### src/rtl/lsm_pkg.sv
package lsm_pkg;
  typedef enum logic [1:0] {
    SEL_LOCK = 2'b00,
    SEL_DIR  = 2'b01,
    SEL_RS2  = 2'b10,
    SEL_RS3  = 2'b11
  } sel_e;

  typedef struct packed {
    logic valid;
    logic bad;
  } cmp_evt_t;
endpackage

### src/rtl/lsm_pulse_meter.sv
module lsm_pulse_meter
  import lsm_pkg::*;
#(
  parameter int WIN_W  = 4,
  parameter int REF_TO = 64
) (
  input  logic             clk,
  input  logic             rst_n,
  input  logic             pd_up,
  input  logic             pd_dn,
  input  logic             cmp_strobe,
  input  logic             range_hi,
  input  logic             range_lo,
  input  logic [WIN_W-1:0] win_len,
  output cmp_evt_t         evt,
  output logic             ref_lost
);
  localparam int TW = $clog2(REF_TO);
  localparam logic [TW-1:0]    TO_LAST = TW'(REF_TO - 1);
  localparam logic [WIN_W-1:0] ERR_MAX = '1;

  logic [WIN_W-1:0] err_q, err_d;
  logic [TW-1:0]    to_q, to_d;
  logic             lost_d;
  logic             active, timeout;
  logic [WIN_W:0]   width_now;

  always_comb begin
    active    = pd_up | pd_dn;
    timeout   = !cmp_strobe && (to_q == TO_LAST);
    width_now = {1'b0, err_q} + {{WIN_W{1'b0}}, active};
    evt.valid = cmp_strobe | timeout;
    evt.bad   = timeout | range_hi | range_lo | (width_now >= {1'b0, win_len});

    if (evt.valid)                      err_d = '0;
    else if (active && err_q != ERR_MAX) err_d = err_q + 1'b1;
    else                                err_d = err_q;

    if (evt.valid) to_d = '0;
    else           to_d = to_q + 1'b1;

    if (cmp_strobe)   lost_d = 1'b0;
    else if (timeout) lost_d = 1'b1;
    else              lost_d = ref_lost;
  end

  always_ff @(posedge clk or negedge rst_n) begin
    if (!rst_n) begin
      err_q    <= '0;
      to_q     <= '0;
      ref_lost <= 1'b0;
    end else begin
      err_q    <= err_d;
      to_q     <= to_d;
      ref_lost <= lost_d;
    end
  end
endmodule

### src/rtl/lsm_lock_track.sv
module lsm_lock_track
  import lsm_pkg::*;
#(
  parameter int LOCK_RUN   = 16,
  parameter int UNLOCK_RUN = 4
) (
  input  logic     clk,
  input  logic     rst_n,
  input  cmp_evt_t evt,
  input  logic     range_hi,
  output logic     locked,
  output logic     dir_hi
);
  localparam int GW = $clog2(LOCK_RUN + 1);
  localparam int BW = $clog2(UNLOCK_RUN + 1);
  localparam logic [GW-1:0] G_LAST = GW'(LOCK_RUN - 1);
  localparam logic [BW-1:0] B_LAST = BW'(UNLOCK_RUN - 1);

  logic [GW-1:0] good_q, good_d;
  logic [BW-1:0] bad_q, bad_d;
  logic          lock_d, dir_d;

  always_comb begin
    good_d = good_q;
    bad_d  = bad_q;
    lock_d = locked;
    dir_d  = dir_hi;
    if (evt.bad) begin
      good_d = '0;
      if (locked && bad_q == B_LAST) begin
        lock_d = 1'b0;
        dir_d  = range_hi;
      end
      if (bad_q != B_LAST) bad_d = bad_q + 1'b1;
    end else begin
      bad_d = '0;
      if (good_q == G_LAST) lock_d = 1'b1;
      else                  good_d = good_q + 1'b1;
    end
  end

  always_ff @(posedge clk or negedge rst_n) begin
    if (!rst_n) begin
      good_q <= '0;
      bad_q  <= '0;
      locked <= 1'b0;
      dir_hi <= 1'b0;
    end else if (evt.valid) begin
      good_q <= good_d;
      bad_q  <= bad_d;
      locked <= lock_d;
      dir_hi <= dir_d;
    end
  end
endmodule

### src/rtl/lsm_status_out.sv
module lsm_status_out
  import lsm_pkg::*;
(
  input  logic       locked,
  input  logic       dir_hi,
  input  logic [1:0] mode_sel,
  input  logic       pin_en,
  input  logic       loop_dis,
  input  logic       ref_lost,
  input  logic       pd_up,
  input  logic       pd_dn,
  output logic       pump_up,
  output logic       pump_dn,
  output logic       stat_out,
  output logic       mode_hi_rd,
  output logic       pin_out,
  output logic       pin_oe
);
  sel_e sel;
  logic flag;

  always_comb begin
    sel = sel_e'(mode_sel);
    case (sel)
      SEL_DIR: flag = dir_hi;
      default: flag = locked;
    endcase
    stat_out   = flag;
    mode_hi_rd = flag;
    pin_oe     = pin_en;
    pin_out    = pin_en & flag;
    pump_up    = !loop_dis & !ref_lost & pd_up;
    pump_dn    = !loop_dis & (ref_lost | pd_dn);
  end
endmodule

### src/rtl/lock_status_mon.sv
module lock_status_mon
  import lsm_pkg::*;
#(
  parameter int WIN_W      = 4,
  parameter int REF_TO     = 64,
  parameter int LOCK_RUN   = 16,
  parameter int UNLOCK_RUN = 4
) (
  input  logic             clk,
  input  logic             rst_n,
  input  logic             pd_up,
  input  logic             pd_dn,
  input  logic             cmp_strobe,
  input  logic             range_hi,
  input  logic             range_lo,
  input  logic [WIN_W-1:0] win_len,
  input  logic [1:0]       mode_sel,
  input  logic             pin_en,
  input  logic             loop_dis,
  output logic             pump_up,
  output logic             pump_dn,
  output logic             stat_out,
  output logic             mode_hi_rd,
  output logic             pin_out,
  output logic             pin_oe
);
  cmp_evt_t evt;
  logic     ref_lost, locked_q, dir_q;
  logic     evt_valid, evt_bad;

  assign evt_valid = evt.valid;
  assign evt_bad   = evt.bad;

  lsm_pulse_meter #(.WIN_W(WIN_W), .REF_TO(REF_TO)) u_meter (
    .clk(clk), .rst_n(rst_n), .pd_up(pd_up), .pd_dn(pd_dn),
    .cmp_strobe(cmp_strobe), .range_hi(range_hi), .range_lo(range_lo),
    .win_len(win_len), .evt(evt), .ref_lost(ref_lost)
  );

  lsm_lock_track #(.LOCK_RUN(LOCK_RUN), .UNLOCK_RUN(UNLOCK_RUN)) u_track (
    .clk(clk), .rst_n(rst_n), .evt(evt), .range_hi(range_hi),
    .locked(locked_q), .dir_hi(dir_q)
  );

  lsm_status_out u_out (
    .locked(locked_q), .dir_hi(dir_q), .mode_sel(mode_sel), .pin_en(pin_en),
    .loop_dis(loop_dis), .ref_lost(ref_lost), .pd_up(pd_up), .pd_dn(pd_dn),
    .pump_up(pump_up), .pump_dn(pump_dn), .stat_out(stat_out),
    .mode_hi_rd(mode_hi_rd), .pin_out(pin_out), .pin_oe(pin_oe)
  );
endmodule

### config.mk
export PLATFORM = sky130hd
export DESIGN_NAME = lock_status_mon
export DESIGN_NICKNAME = d
export VERILOG_FILES = /design/src/rtl/lsm_pkg.sv /design/src/rtl/lsm_pulse_meter.sv /design/src/rtl/lsm_lock_track.sv /design/src/rtl/lsm_status_out.sv /design/src/rtl/lock_status_mon.sv
export SDC_FILE = /design/constraint.sdc
export NUM_CORES = 1
export LEC_CHECK = 0
export ABC_AREA = 0
export ABC_CLOCK_PERIOD_IN_PS = 3200
export BUFFER_PORTS_ARGS = -buffer_cell sky130_fd_sc_hd__buf_4
export CAP_MARGIN = 20
export CORE_MARGIN = 5
export CORE_UTILIZATION = 55
export DETAILED_ROUTE_END_ITERATION = 10
export PLACE_DENSITY = 0.83
export SYNTH_ARGS = -nofsm -noshare
export SYNTH_HDL_FRONTEND = slang
export SYNTH_SLANG_ARGS = --single-unit
### constraint.sdc
create_clock -name clk -period 3.2 [get_ports clk]
set_input_delay 0.48 -clock clk [delete_from_list [all_inputs] [get_ports clk]]
set_output_delay 0.48 -clock clk [all_outputs]
set_load 0.03 [all_outputs]
* Word-level counts from Yosys, hierarchy flattened
Cells that the tools add are included.
Word-level totals: register bits after elaboration 21, bits in latches 0, bits in writable memories 0, bits in read-only memories 0, input bits 15, output and inout port bits 6, word-level logic and storage cells 58, memories 0
Operators by class: add/sub/neg operators 5, multiply operators 0, divide/modulo/power cells 0, magnitude comparators 1, equal/unequal tests 9, shift-type cells 0, multiplexer cells 13, bitwise logic cells 10, reductions and logical operators 13
Operators with widths (number):
- two-way mux 5 bit | 2
- two-way mux 4 bit | 2
- adder 6 x 1 -> 6 bit (second input constant) | 1
- == test 6 bit (second input constant) | 1
- two-way mux 1 bit | 6
- two-way mux 3 bit | 2
- two-way mux 6 bit | 1
- OR 1 bit | 6
- AND reduction 3 bit | 2
- nonzero test 2 bit | 3
- adder 4 x 1 -> 5 bit | 1
- adder 5 x 1 -> 5 bit (second input constant) | 1
- == test 5 x 4 -> 1 bit (second input constant) | 1
- >= comparator 5 x 4 -> 1 bit | 1
- adder 4 x 1 -> 4 bit (second input constant) | 1
- bitwise AND 1 bit | 4
- inequality test 2 x 1 -> 1 bit (second input constant) | 2
- inequality test 4 bit (second input constant) | 1
- AND reduction 2 bit | 2
- adder 3 x 1 -> 3 bit (second input constant) | 1
- == test 3 x 2 -> 1 bit (second input constant) | 1
- logical AND 1 bit | 3
- zero test 1 bit | 3
- inequality test 3 x 2 -> 1 bit (second input constant) | 1
- 2 further kinds | 2

* Logic depth before layout (Yosys ltp)
Gate-level depths: netlist of run 1.
depth in word-level cells 7, mapped depth 9, depth with buffers taken out 9

* Cells and area by module
A second synthesis of run 1 with hierarchy kept.
Second synthesis, totals: cells, all modules 131, area, all modules 1310.0 um^2
Modules (own cells, without submodules):
- lsm_pulse_meter | instances 1, cells each 68, area an instance 679.4 um^2, sequential area each 275.3 um^2
- lsm_lock_track | instances 1, cells each 53, area an instance 554.3 um^2, sequential area each 250.2 um^2
- lsm_status_out | instances 1, cells each 10, area an instance 76.3 um^2, sequential area each 0.0 um^2

* Least setup slack after synthesis of run 1
No wires, ideal clock.
path kind input -> register, from input port pd_dn, to register u_track.good_q[3], setup time 0.083 ns, arrival 2.553 ns, data required time 3.117 ns, path slack 0.565 ns, cell stages on the path 9, path buffers 0, path through or2_2 ha_1 ha_1 xor2_1 ha_1 o21ai_0 o221ai_2 or4_1 o21ai_0
Between the ends: longest elaborated chain between the ends 6, elaborated cells between the ends (all ways) 7, those cells by class add/sub: 1; order compare: 1; eq/ne: 1; mux: 1; bitwise: 2; reduce/logical: 1
RTL lines:
- from (decl) | line lock_status_mon.sv:12 | input logic pd_dn,
- OR 1 bit * | line lsm_pulse_meter.sv:29 | active = pd_up | pd_dn;
- adder 4 x 1 -> 5 bit * | line lsm_pulse_meter.sv:31 | width_now = {1'b0, err_q} + {{WIN_W{1'b0}}, active};
- >= comparator 5 x 4 -> 1 bit * | line lsm_pulse_meter.sv:33 | evt.bad = timeout | range_hi | range_lo | (width_now >= {1'b0, win_len});
- OR 1 bit * | line lsm_pulse_meter.sv:33
- inequality test 2 bit (no line)
- AND reduction 2 bit (no line)
- to (signal assigned) | line lsm_lock_track.sv:49 | good_q <= good_d;
- to (decl) | line lsm_lock_track.sv:19 | logic [GW-1:0] good_q, good_d;
Every way passes the cells marked *; elsewhere a longest branch is shown, timed or not. A chain may end at the register's enable or synchronous reset.

* Final worst setup path of run 1
Same ends and word-level chain as after synthesis.

==> results of run 1 <==
logic make-up after synthesis:
logic type	synth area share, %
AO/OA/AOI/OAI	11.41
AND/OR/NAND/NOR	19.62
flip-flops	42.04
buffers and inverters	5.104
XOR/XNOR	5.605
adder cells (fa/ha/maj)	12.01
multiplexers	4.204
sequential cells by signal (all words and copies together) (netlist names):
signal and count:
u_track.good_q 5, u_meter.to_q 6, u_meter.err_q 4, u_track.dir_hi 1, u_meter.ref_lost 1, u_track.bad_q 3
u_track.locked 1
report_power, final:
part	total, W	internal [W]	switching [W]
sequential	0.000307	0.000289	0.0000172
combinational	0.000140	0.0000672	0.0000727
clock	0.000124	0.0000486	0.0000751
synth_stat cells (all sizes together) (3+ instances only):
library cell | count | share of area (%)
nand3 | 6 | 2.8
xnor2 | 4 | 2.8
a21oi | 6 | 2.4
nand2 | 4 | 1.2
nor2 | 17 | 5.1
nor2b | 3 | 1.5
o22ai | 4 | 2.0
mux2i | 3 | 2.4
xor2 | 4 | 2.8
dfrtp | 21 | 42
o21ai | 3 | 1.2
inv | 12 | 3.6
ha | 12 | 12
worst paths after layout:
check,startpoint,to,slack [ns],cells after the start
max,pd_dn,u_track.good_q[3],0.54,10
min,rst_n,u_meter.to_q[5],0.03,1
max reg2reg,u_meter.err_q[0],u_track.good_q[3],0.68,8
min reg2reg,u_meter.to_q[0],u_meter.to_q[0],0.46,1
max in group asynchronous,rst_n,u_meter.to_q[1],2.94,1
min in group clk,cmp_strobe,u_meter.ref_lost,0.38,2
critical path, stage by stage:
cell      delay, ns
buf_4          0.11
or2_2          0.33
ha_1           0.23
ha_1           0.23
xor2_1         0.17
ha_1           0.27
o21ai_0        0.31
o221ai_2       0.19
or4_1          0.48
o21ai_0        0.08
per-layer routing:
metal	track usage, %	part of all wire (%)	up-vias
met4	5.298	0	0
met2	25.32	53	18
met3	4.454	4.5	0
met1	16.93	43	433
li1	-	-	471
met5	0	0	-
final cells by class:
class / instances / area share, %
clock buffer: 4 / 1.821
inverter: 12 / 3.122
multi-input combinational: 88 / 45.79
sequential: 21 / 36.43
tap: 28 / 2.428
timing repair buffer: 20 / 10.41
stage by stage:
stage | power, W | hold WS [ns] | cells
after detailed placement | 0.0004530 | 0.3781 | 169
after floorplan | 0.0004068 | 0.1844 | 124
after global placement | 0.0004431 | 0.3754 | 169
after CTS | 0.0005802 | 0.03231 | 173
final | 0.0005702 | 0.03090 | 173
after global routing | 0.0006147 | 0.03704 | 173
==> results.yml, run 1 <==
final_layout:
  regArea_um2: 525.5
  drive_gt1_share_pct: 22.76
  multiInputGateArea_um2: 660.6
  final_nets: 173
  area_growth_pct: 15.42
  final_common_cell: "dfrtp_1"
  antennaDiodeCount: 0
  fin_area_um2: 1443
  fillCellCount: 159
  layout_common_cells: "dfrtp_1 (21), buf_4 (20), nor2_1 (17), inv_1 (12), ha_1 (12)"
  fin_util_pct: 65.85
timing:
  fin_crit_ns: 2.656
  fin_tns_setup_ns: 0
  finalHoldViolations: 0
  rsz0062_at_grt: "no"
  finalCritPeriodShare_pct: 83.00
  relSlewSlack_pct: 41.96
  skew_ns: 0.01481
  setup_viol: 0
  max_freq_mhz: 376.5
  finalWorstSetupSlack_ns: 0.5441
  worst_pin_slew_ns: 0.8688
  slew_violations: 0
clock_tree:
  cts_made_buffers: 3
  postCtsHoldBufs: 0
  cts_resized: 0
  clkLatencyLatePin_ns: 0.30
  root_buffer: "clkbuf_4"
  clock_sinks: 21
  h-tree-depth: 1
  clock_path_buffers: 2
  post_cts_buffers: 0
  clk_pin_slew_ns: 0.12
  cts_tree: "built"
grt:
  grt-ovfl-total: 0
  grt_pass1_vias: 928
  antenna_found_initial: 0
  grtUsageTotal_pct: 14.61
  grt_max_degree: 22
  grt_pass1_wl_um: 3808
status:
  status: "complete, no violations"
synth:
  ys.warnings.count: 0
  syn_nets: 151
  synth_edf_count: 0
  postSynthCellCount: 124
  synth_ff_type: "dfrtp_1"
  synth.avg_cell_area_um2: 10.08
  synth_seq_cells: 21
  synth_cell_type_count: 33
  syn-cell-area_um2: 1250
  ys_seq_area_share_pct: 42.04
  async_reset_ff_share_pct: 100.0
critical_path:
  critPathArrivalTime_ns: 2.89
  critPathRequiredTime_ns: 3.43
  crit_type: "input pin to flop"
  worstPathMaxFanout: 4
  cp-end-kind: "flop"
  crit_path_start_kind: "input pin"
drt:
  num_vias: 922
  drtIter0Drc: 19
  drc: 0
  firstDrtPassIters: 4
  postRouteAntennaNets: 0
  via_per_inst: 5.329
  routed_wl_um: 2218
  post_drt_wl_per_cell_um: 12.82
worst_hold_path:
  hp-class: "input pin to async pin"
floorplan:
  pin_count: 21
  num_rows: 17
  coreArea_um2: 2191
  die_h_um: 57.67
  start_util_pct: 57.05
  die-area_um2: 3326
  die_x_um: 57.67
placement:
  dpl_cell_area_um2: 1416
  post-dp-hpwl_um: 1772
  gp_congestion: 0.7818
  io_buffers: 20
  pre_cts_slack_ns: 0.2233
pwr:
  leakagePower_nw: 0.6970
  vdd_drop_max_mv: 0.4699
  p_per_area_nw_per_um2: 395.3
flow_run:
  maxCapViolations: 0
Power figures use the tool's default switching activity.
==> run 2: changes to the inputs <==
- ABC_CLOCK_PERIOD_IN_PS: 3200 -> 2300
- CORE_UTILIZATION: 55 -> 49
- PLACE_DENSITY: 0.83 -> 0.79
- clock period: 3.2 -> 2.3 ns (I/O delays scaled with it)
==> run 2 against run 1 <==
Clock skew shrank 0.012 ns. Wire length grew 6.0%. Flip-flop and latch count is the same. Combinational power grew 51%. Final cell count grew 2.9%. Largest power group unchanged. Count of clock-buffer cells in the layout is the same. Core utilization shrank 4.9 points. Design area grew 3.6%. Critical path type is now flop to flop.
==> results.yml, run 2 (synthesis gave the netlist of run 1 again) <==
critical_path:
  cp_slowest_cell: "dfrtp_1"
  crit_chain: "ha_4 -> ha_1 -> ha_1 -> a211oi_2 -> o221ai_2 -> or4_1 -> o21ai_1"
  worstPathMaxFanout: 4
  crit_path_start: "u_meter.err_q[0]"
  crit_path_start_kind: "flop"
  critPathArrivalTime_ns: 2.45
  cpLargestDelayFamily: "adder cells"
  max_stage_delay_ns: 0.43
  rr_endpoint: "u_track.good_q[3]"
  crit_buf_inv: 0
  cp-end-kind: "flop"
  reg2reg_from: "u_meter.err_q[0]"
  critPathMostFrequentCell: "ha_1"
  worstRegToRegCells: 7
  reg2reg_slack_ns: 0.08
  crit_type: "flop to flop"
  critPathRequiredTime_ns: 2.53
grt:
  grtUsageTotal_pct: 14.87
  grt.busiest_layer: "met2"
  grt_pass1_vias: 998
  use_met1_pct: 18.05
  grt_max_degree: 22
  grt_pass1_wl_um: 4167
  grt-ovfl-total: 0
  grtUsageMet3_pct: 2.128
  grtUsageMet2_pct: 26.85
  antenna_found_initial: 0
floorplan:
  die_h_um: 60.51
  coreArea_um2: 2455
  pin_count: 21
  die-area_um2: 3661
  die_x_um: 60.51
  start_util_pct: 50.92
  num_rows: 18
timing:
  setup_viol: 0
  skew_ns: 0.002649
  slew_violations: 0
  whs_ns: 0.2588
  fin_tns_setup_ns: 0
  finalHoldViolations: 0
  relSlewSlack_pct: 76.60
  fin_crit_ns: 2.221
  worst_pin_slew_ns: 0.3497
  max_freq_mhz: 450.3
  finalCritPeriodShare_pct: 96.56
pwr:
  vdd_drop_max_mv: 0.3531
  p_per_area_nw_per_um2: 542.4
  total_power_w: 0.0008109
  leakagePower_nw: 0.7149
clock_tree:
  clk_pin_slew_ns: 0.11
  clock_sinks: 21
  h-tree-depth: 1
  root_buffer: "clkbuf_4"
  post_cts_buffers: 0
  clkLatencyLatePin_ns: 0.29
  cts_made_buffers: 3
  clock_path_buffers: 2
  cts_tree: "built"
placement:
  gp_congestion: 0.7939
  post-dp-hpwl_um: 1852
  io_buffers: 20
  dpl_cell_area_um2: 1449
  post-place-cells: 173
drt:
  post_drt_wl_per_cell_um: 13.21
  via_per_inst: 5.404
  drtIter0Drc: 11
  postRouteAntennaNets: 0
  drc: 0
  firstDrtPassIters: 4
  num_vias: 962
  routed_wl_um: 2351
final_layout:
  layout_common_cells: "buf_4 (22), dfrtp_1 (21), nor2_1 (17), inv_1 (12), ha_1 (11)"
  stdcell_count: 178
  fin_area_um2: 1495
  drive_gt1_share_pct: 25.68
  antennaDiodeCount: 0
  regArea_um2: 525.5
  top_register: "u_meter.to_q"
  largest_reg_flops: 6
  final_nets: 176
  largestRegisters: "u_meter.to_q x6, u_track.good_q x5, u_meter.err_q x4"
  multiInputGateArea_um2: 685.7
  area_growth_pct: 19.62
  final_common_cell: "buf_4"
  fillCellCount: 200
worst_hold_path:
  hp-class: "input pin to flop"
  min_from: "cmp_strobe"
  hold_end: "u_meter.to_q[4]"
  holdPathStages: 2
status:
  status: "complete, no violations"
flow_run:
  maxCapViolations: 0
-- run 2: cell count changes in the layout (fill, tap and decap cells not counted), sizes merged --
cell | before | now
dlygate4sd3 | 0 | 1
buf | 20 | 22
-- run 2: area by class of cell --
type                       count  area share [%]
clock buffer                   4           1.757
inverter                      12           3.013
multi-input combinational     88           45.86
sequential                    21           35.15
tap                           30           2.510
timing repair buffer          23           11.72
-- run 2: where the power goes --
group / internal (W) / total (W) / leakage, nW / switching, W
combinational: 0.000103 / 0.000211 / 0.416 / 0.000108
sequential: 0.000403 / 0.000427 / 0.284 / 0.0000245
clock: 0.0000674 / 0.000173 / 0.0150 / 0.000105
-- run 2: worst register-to-register path, stage by stage, from the launching register on --
cell and delay [ns]:
dfrtp_1 0.43, ha_4 0.18, ha_1 0.28, ha_1 0.31, a211oi_2 0.28, o221ai_2 0.17
or4_1 0.42, o21ai_1 0.09
-- run 2: worst max-delay path by stage --
stage | end | depth (start not counted) | slack, ns
finish | u_track.good_q[3] | 7 | 0.08
global route | u_track.bad_q[2] | 8 | -0.02
CTS | u_track.good_q[3] | 7 | 0.05
detailed placement | u_track.good_q[3] | 9 | -0.24
global placement | u_track.dir_hi | 9 | -0.19
floorplan | u_track.dir_hi | 8 | 0.00009
-- run 2: metal layers --
| metal | share of wire [%] | up-vias |
|---|---|---|
| met5 | 0 | - |
| met4 | 1.5 | 0 |
| met3 | 3.5 | 4 |
| met2 | 51 | 17 |
| met1 | 44 | 464 |
| li1 | - | 477 |
-- run 2: per-stage QoR --
step	util, %	setup slack (ns)
CTS	60.50	0.04693
detailed placement	59.02	-0.2371
global route	60.91	-0.02104
finish	60.91	0.07901
floorplan	-	0.00008638
global placement	59.02	-0.1869
-- run 2: timing repair --
action                                  CTS  global route
hold buffers                              1             0
resized for setup                         0             2
endpoints found under the hold margin    21             0
endpoints found under the setup margin    0             8
